`src/rtl/rstseq_pkg.sv`:
```
package rstseq_pkg;

   typedef enum logic [2:0] {
      ST_POR_HOLD      = 3'd0,
      ST_WAIT_LOCK     = 3'd1,
      ST_COUNT_RELEASE = 3'd2,
      ST_RUN           = 3'd3,
      ST_SOFT_RESET    = 3'd4
   } rstseq_state_e;

   function automatic logic in_por_window(input rstseq_state_e st);
      return (st == ST_POR_HOLD) || (st == ST_WAIT_LOCK) || (st == ST_COUNT_RELEASE);
   endfunction

endpackage

```
`src/rtl/rstseq_sync.sv`:
```
module rstseq_sync #(
   parameter int STAGES = 2
) (
   input  logic clk,
   input  logic arst_n,
   output logic active
);
   logic [STAGES-1:0] chain;

   generate
      for (genvar i = 0; i < STAGES; i++) begin : g_stage
         if (i == 0) begin : g_first
            always_ff @(posedge clk or negedge arst_n) begin
               if (!arst_n) chain[i] <= 1'b0;
               else         chain[i] <= 1'b1;
            end
         end else begin : g_next
            always_ff @(posedge clk or negedge arst_n) begin
               if (!arst_n) chain[i] <= 1'b0;
               else         chain[i] <= chain[i-1];
            end
         end
      end
   endgenerate

   assign active = ~chain[STAGES-1];
endmodule

```
`src/rtl/rstseq_cnt.sv`:
```
module rstseq_cnt #(
   parameter int HOLD_CYCLES = 512,
   localparam int CW = (HOLD_CYCLES > 2) ? $clog2(HOLD_CYCLES) : 1
) (
   input  logic clk,
   input  logic arst,
   input  logic load,
   input  logic en,
   output logic zero
);
   localparam logic [CW-1:0] START = CW'(HOLD_CYCLES - 1);
   logic [CW-1:0] cnt;

   always_ff @(posedge clk or posedge arst) begin
      if (arst)                  cnt <= START;
      else if (load)             cnt <= START;
      else if (en && cnt != '0)  cnt <= cnt - 1'b1;
   end

   assign zero = (cnt == '0);
endmodule

```
`src/rtl/rstseq_mode_latch.sv`:
```
module rstseq_mode_latch #(
   parameter int MODE_W = 2
) (
   input  logic              clk,
   input  logic              sample,
   input  logic [MODE_W-1:0] pins,
   output logic [MODE_W-1:0] value
);
   generate
      for (genvar b = 0; b < MODE_W; b++) begin : g_bit
         always_ff @(posedge clk) begin
            if (sample) value[b] <= pins[b];
         end
      end
   endgenerate
endmodule

```
`src/rtl/reset_sequencer.sv`:
```
module reset_sequencer
   import rstseq_pkg::*;
#(
   parameter int              HOLD_CYCLES = 512,
   parameter int              MODE_W      = 2,
   parameter int              SYNC_STAGES = 2,
   parameter bit              CLKOUT_EN   = 1'b1,
   parameter logic [MODE_W-1:0] CLKOUT_CODE = MODE_W'(1)
) (
   input  logic              clk,
   input  logic              por_n,
   input  logic              pll_locked,
   input  logic              sw_reset_req,
   input  logic              slave_strap,
   input  logic [MODE_W-1:0] mode_pins,
   output logic              hard_rst,
   output logic              soft_rst,
   output logic              arb_rst,
   output logic [MODE_W-1:0] mode_latched,
   output logic              bus_idle,
   output logic              clkout_force
);
   generate
      if (HOLD_CYCLES < 2) begin : g_bad_hold
         initial $fatal(1, "HOLD_CYCLES must be at least 2");
      end
      if (SYNC_STAGES < 2) begin : g_bad_sync
         initial $fatal(1, "SYNC_STAGES must be at least 2");
      end
      if (MODE_W < 1) begin : g_bad_mode
         initial $fatal(1, "MODE_W must be at least 1");
      end
   endgenerate

   logic          por_hold;
   logic          cnt_zero;
   logic          cnt_load;
   logic          cnt_en;
   logic          sw_take;
   rstseq_state_e state, state_nx;

   rstseq_sync #(.STAGES(SYNC_STAGES)) u_sync (
      .clk    (clk),
      .arst_n (por_n),
      .active (por_hold)
   );

   assign sw_take = sw_reset_req & ~slave_strap;

   always_comb begin
      state_nx = state;
      cnt_load = 1'b0;
      unique case (state)
         ST_POR_HOLD:      state_nx = ST_WAIT_LOCK;
         ST_WAIT_LOCK:     if (pll_locked) begin
                              state_nx = ST_COUNT_RELEASE;
                              cnt_load = 1'b1;
                           end
         ST_COUNT_RELEASE: if (cnt_zero) state_nx = ST_RUN;
         ST_RUN:           if (sw_take) begin
                              state_nx = ST_SOFT_RESET;
                              cnt_load = 1'b1;
                           end
         ST_SOFT_RESET:    if (cnt_zero) state_nx = ST_RUN;
         default:          state_nx = ST_POR_HOLD;
      endcase
   end

   always_ff @(posedge clk or posedge por_hold) begin
      if (por_hold) state <= ST_POR_HOLD;
      else          state <= state_nx;
   end

   assign cnt_en = (state == ST_COUNT_RELEASE) || (state == ST_SOFT_RESET);

   rstseq_cnt #(.HOLD_CYCLES(HOLD_CYCLES)) u_cnt (
      .clk  (clk),
      .arst (por_hold),
      .load (cnt_load),
      .en   (cnt_en),
      .zero (cnt_zero)
   );

   rstseq_mode_latch #(.MODE_W(MODE_W)) u_mode (
      .clk    (clk),
      .sample (por_hold | in_por_window(state)),
      .pins   (mode_pins),
      .value  (mode_latched)
   );

   assign hard_rst = in_por_window(state);
   assign arb_rst  = in_por_window(state);
   assign soft_rst = in_por_window(state) || (state == ST_SOFT_RESET);
   assign bus_idle = (state == ST_RUN);

   generate
      if (CLKOUT_EN) begin : g_clkout
         assign clkout_force = (mode_latched == CLKOUT_CODE);
      end else begin : g_no_clkout
         assign clkout_force = 1'b0;
      end
   endgenerate
endmodule

```
`config.mk`:
```
export PLATFORM = sky130hd
export DESIGN_NAME = reset_sequencer
export DESIGN_NICKNAME = d
export VERILOG_FILES = /design/src/rtl/rstseq_pkg.sv /design/src/rtl/rstseq_sync.sv /design/src/rtl/rstseq_cnt.sv /design/src/rtl/rstseq_mode_latch.sv /design/src/rtl/reset_sequencer.sv
export SDC_FILE = /design/constraint.sdc
export NUM_CORES = 1
export LEC_CHECK = 0
export BUFFER_PORTS_ARGS = -buffer_cell sky130_fd_sc_hd__buf_2
export CORE_AREA = 8 8 55 57
export CTS_BUF_LIST = sky130_fd_sc_hd__clkbuf_2
export CTS_CLUSTER_SIZE = 16
export DETAILED_ROUTE_END_ITERATION = 8
export DIE_AREA = 0 0 63 65
export MAX_ROUTING_LAYER = met4
export PLACE_DENSITY = 0.66
export SETUP_SLACK_MARGIN = 0.02
export SYNTH_ARGS = -nofsm -noshare
export SYNTH_HDL_FRONTEND = slang
export SYNTH_SLANG_ARGS = --single-unit
```
`constraint.sdc`:
```
create_clock -name clk -period 1.1 [get_ports clk]
set_input_delay 0.11 -clock clk [delete_from_list [all_inputs] [get_ports clk]]
set_output_delay 0.11 -clock clk [all_outputs]
set_load 0.02 [all_outputs]
```
== Word level (Yosys, flattened, before mapping) ==
Index checks and enable logic that the tools add are counted.

* Input port bits: 7
* Word-level logic and storage cells: 39
* Bits in registers: 16
* Output and inout port bits: 7

* Reductions and logical operators: 11
* Multiplexer cells: 9
* Equality and inequality tests: 8
* Bitwise operators: 4
* $add $sub $neg: 1

{| class="wikitable"
|+ Operator list
! kind !! number
|-
| 2-to-1 mux 9 bit || 2
|-
| one-hot mux 3 bit (4 select lines) || 1
|-
| logical NOT 9 bit || 1
|-
| 2-to-1 mux 3 bit || 3
|-
| nonzero test 9 bit || 1
|-
| subtractor 9 x 1 -> 9 bit (second input constant) || 1
|-
| == test 3 x 2 -> 1 bit (second input constant) || 2
|-
| logical OR 1 bit || 4
|-
| != test 2 x 1 -> 1 bit (second input constant) || 2
|-
| == test 3 x 1 -> 1 bit (second input constant) || 1
|-
| == test 3 bit (second input constant) || 1
|-
| logical NOT 3 bit || 1
|-
| AND reduction 3 bit || 1
|-
| == test 2 x 1 -> 1 bit (second input constant) || 1
|-
| 2-to-1 mux 1 bit || 2
|-
| != test 2 bit (second input constant) || 1
|-
| NOT 1 bit || 2
|-
| one-hot mux 1 bit (2 select lines) || 1
|-
| nonzero test 2 bit || 1
|-
| OR reduction 2 bit || 1
|-
| bitwise AND 1 bit || 1
|-
| logical AND 1 bit || 1
|-
| bitwise OR 1 bit || 1
|}

== Longest topological paths before layout ==
* Depth in word-level cells: 5
* Gate-level depth with buffers: 7
* Depth with buffers taken out: 6

== By module ==
A second synthesis with hierarchy kept.

* Cell total of the unflattened synthesis: 87
* Area, all modules: 944.7 sq um

{| class="wikitable"
|+ Modules (own cells, without submodules)
! module !! seq. area each (sq um) !! cells each !! area an instance (sq um) !! instances
|-
| rstseq_cnt || 236.5 || 51 || 534.3 || 1
|-
| reset_sequencer || 75.1 || 30 || 292.8 || 1
|-
| rstseq_mode_latch || 60.1 || 2 || 60.1 || 1
|-
| rstseq_sync || 50.0 || 4 || 57.6 || 1
|}

== Worst setup path after synthesis ==
OpenSTA, ideal clock, no wires.

* Path type: flip-flop to flip-flop
* Start: reg u_cnt.cnt[0]
* End: reg u_cnt.cnt[5]
* Data required time: 1.025 ns
* Clock period less this slack: 1.791 ns
* Library setup time: 0.075 ns
* Slack: -0.691 ns
* Arrival time: 1.716 ns
* Stages on the path, launching flop included: 8
* Path buffers: 1
* Cell sequence: dfstp_2 -> inv_1 -> ha_1 -> nand2b_1 -> o311ai_4 -> buf_6 -> nor4_1 -> mux2i_1

* Word-level cells in the longest chain between the ends: 3
* Elaborated cells between the ends (all ways): 6
* Classes of those cells: add/sub (1); mux (2); reduce/logical (3)

{| class="wikitable"
|+ Ends and longest elaborated chain
! what !! line !! source
|-
| start: declaration || rstseq_cnt.sv:12 || <nowiki>logic [CW-1:0] cnt;</nowiki>
|-
| start signal: assignment || rstseq_cnt.sv:17 || <nowiki>else if (en && cnt != '0) cnt <= cnt - 1'b1;</nowiki>
|-
| subtractor 9 x 1 -> 9 bit / nonzero test 9 bit (equally long branches) || rstseq_cnt.sv:17 ||
|-
| 2-to-1 mux 9 bit / logical AND 1 bit (equally long branches) || rstseq_cnt.sv:17 ||
|-
| 2-to-1 mux 9 bit / nonzero test 2 bit (equally long branches) || - ||
|}

Parallel ways exist; a longest one is shown, timed or not. The select of a mux whose other input is x is not followed.
A chain may end at the register's enable or synchronous reset.

== Final worst setup path ==
* Start: reg u_cnt.cnt[6]
* End: reg u_cnt.cnt[7]

The elaborated chain is that of the path after synthesis.

==> metrics.csv <==
metric,value,unit
run_status,"finished, violations left",
violations,negative setup slack,
slowest_delay,570,ps
synth_area,843,um2
initial_core_util,0.393,
grt_start_max_net_pins,13,
ys_seq_area_frac,0.500,
root_buffer,clkbuf_2,
final_common_cell,buf_4,
drt-pass1-iter-count,4,
setup_violations,19,
path_clk_slew,180,ps
hold_viol,0,
synth_ff_type,dfstp_2,
place_hpwl,1580,um
clk_latency,300,ps
yosys_warnings,0,
synth.ff_latch_count,16,
synth_edf_count,2,
rsz0062_at_grt,yes,
synthCells,82,
drv_slew,0,
crit_buf_inv,1,
overflow,0,
crit_slowest_cell,or4_4,
critPathRequiredTime,1350,ps
multiInputGateArea,500,um2
vdd_drop_max,2.12,mV
cp_top_family,simple AND/OR/NAND/NOR gates,
clock_skew,7.86,ps
p_leak,0.604,nW
cts_made_buffers,3,
grt_pass1_vias,821,
layout_common_cells,"buf_4, buf_6, dfstp_2",
vias_per_cell,5.07,
grt_pass1_wl,3710,um
drcViolationCount,0,
max_freq,551,MHz
drive_gt1_frac,0.586,
hp-class,input port to asynchronous set/reset pin,
fin_ws,-715,ps
ys_types,36,
nets,137,
period_share,1.65,
start_kind,register,
clk_path_buf_depth,2,
fp.dieW,63,um
rows,17,
path_cells,or4_4 -> buf_4 -> or4_1 -> nand3_1,
drt_wl_total,2380,um
htree_levels,1,
crit_path_end_kind,register,
grtUsageTotal,0.114,
ys_async_sr_fraction,0.875,
fin_crit,1820,ps
io_buffers,13,
place_ws,-637,ps
die-area,4100,um2
ff_latch_area,422,um2
p_per_area,2490,nW/um2
avgSynthCellArea,10.3,um2
dieHeight,65,um
max_cap_viol_count,0,
routedWlPerCell,15.3,um
first_iter_violations,28,
syn_nets,90,
fill_cells,164,
core_area,2150,um2
crit_arrival,2070,ps
vias,791,
cts_tree,done,
place_congestion,0.782,
antenna_found_initial,0,
stdcell_count,156,
whs,85.4,ps
tns,-8760,ps
critPathKind,register to register,
syn_to_final_growth,61.0,%
dpl.cell_count,139,
ios,14,
crit_fanout,4,
finalPower,3.38,mW
ant_nets,0,
cts.sinks,16,
antennaDiodeCount,0,
==> what timing repair did <==
item	4_1_cts	5_1_grt
hold endpoints to repair	4	0
pin swaps	4	5
setup endpoints to repair	19	19
hold buffers	3	0
buffers inserted	7	3
gates resized for setup	16	10
==> sequential cells by signal, summed over array words and instances (netlist names) <==
register and flops:
u_sync.chain 2, u_cnt.cnt 9, state 3, u_mode.value 2
==> cell families (layout without fill, tap and decap cells) <==
kind of cell / count (synthesis) / count (layout) / synth area share
and+or+nand+nor: 33 / 33 / 0.212
AOI/OAI and AO/OA: 22 / 22 / 0.197
DFF: 16 / 16 / 0.500
buffers and inverters: 7 / 53 / 0.0490
adders and majority gates: 1 / 1 / 0.0148
other: 1 / 1 / 0.00445
xor gates and xnor gates: 1 / 1 / 0.0104
muxes: 1 / 1 / 0.0119
==> cells in the mapped netlist, drive strengths merged, types with 2 or more instances <==
cell	count	area (um2)
a211oi	2	15.0
nor2	8	30.0
dfstp	9	236
nand2b	3	18.8
inv	3	11.3
or3	2	12.5
or4	3	26.3
nand3	4	20.0
o21ai	4	20.0
nor2b	3	18.8
o31ai	4	30.0
nor4	2	12.5
buf	3	26.3
a31oi	2	12.5
a21oi	3	15.0
dfrtp	5	125
nand2	5	18.8
edfxtp	2	60.1
==> layout make-up <==
type	count	area share
inverter	3	0.00829
clock buffer	3	0.0111
tap	28	0.0258
timing repair buffer	46	0.273
sequential	16	0.311
multi-input combinational	59	0.369
clock inverter	1	0.00276
==> power breakdown <==
part / switching [mW] / internal, mW / leakage, nW
Clock: 0.209 / 0.0791 / 0.0140
Sequential: 0.107 / 0.790 / 0.175
Combinational: 1.10 / 1.09 / 0.415
Total: 1.41 / 1.96 / 0.604
==> routing by layer <==
metal / GRT usage / part of all wire / up-vias
li1: - / - / 392
met1: 0.125 / 0.43 / 378
met2: 0.201 / 0.51 / 17
met3: 0.0344 / 0.039 / 4
met4: 0.0256 / 0.021 / 0
met5: - / 0 / -
==> through the flow <==
stage | area [um2] | util
6_report | 1360 | 0.632
5_1_grt | 1360 | 0.632
4_1_cts | 1300 | 0.603
3_5_place_dp | 1140 | 0.529
3_3_place_gp | 1140 | 0.529
2_1_floorplan | 926 | -
==> worst paths after layout <==
kind                                           startpoint                         to  slack (ps)  cells after the start
worst max-delay path             u_cnt.cnt[6]$_DFFE_PN1P_   u_cnt.cnt[7]$_DFFE_PN1P_        -720                      4
worst min-delay path                                por_n  u_sync.chain[1]$_DFF_PN0_          90                      2
worst max register to register   u_cnt.cnt[6]$_DFFE_PN1P_   u_cnt.cnt[7]$_DFFE_PN1P_        -720                      4
worst min register to register  u_sync.chain[1]$_DFF_PN0_       state[1]$_DFFE_PN0P_         340                      1
max in group asynchronous       u_sync.chain[1]$_DFF_PN0_   u_cnt.cnt[7]$_DFFE_PN1P_         540                      1
min in group clk                             sw_reset_req       state[2]$_DFFE_PN0P_         120                      3
(Power assumes the default switching activity.)
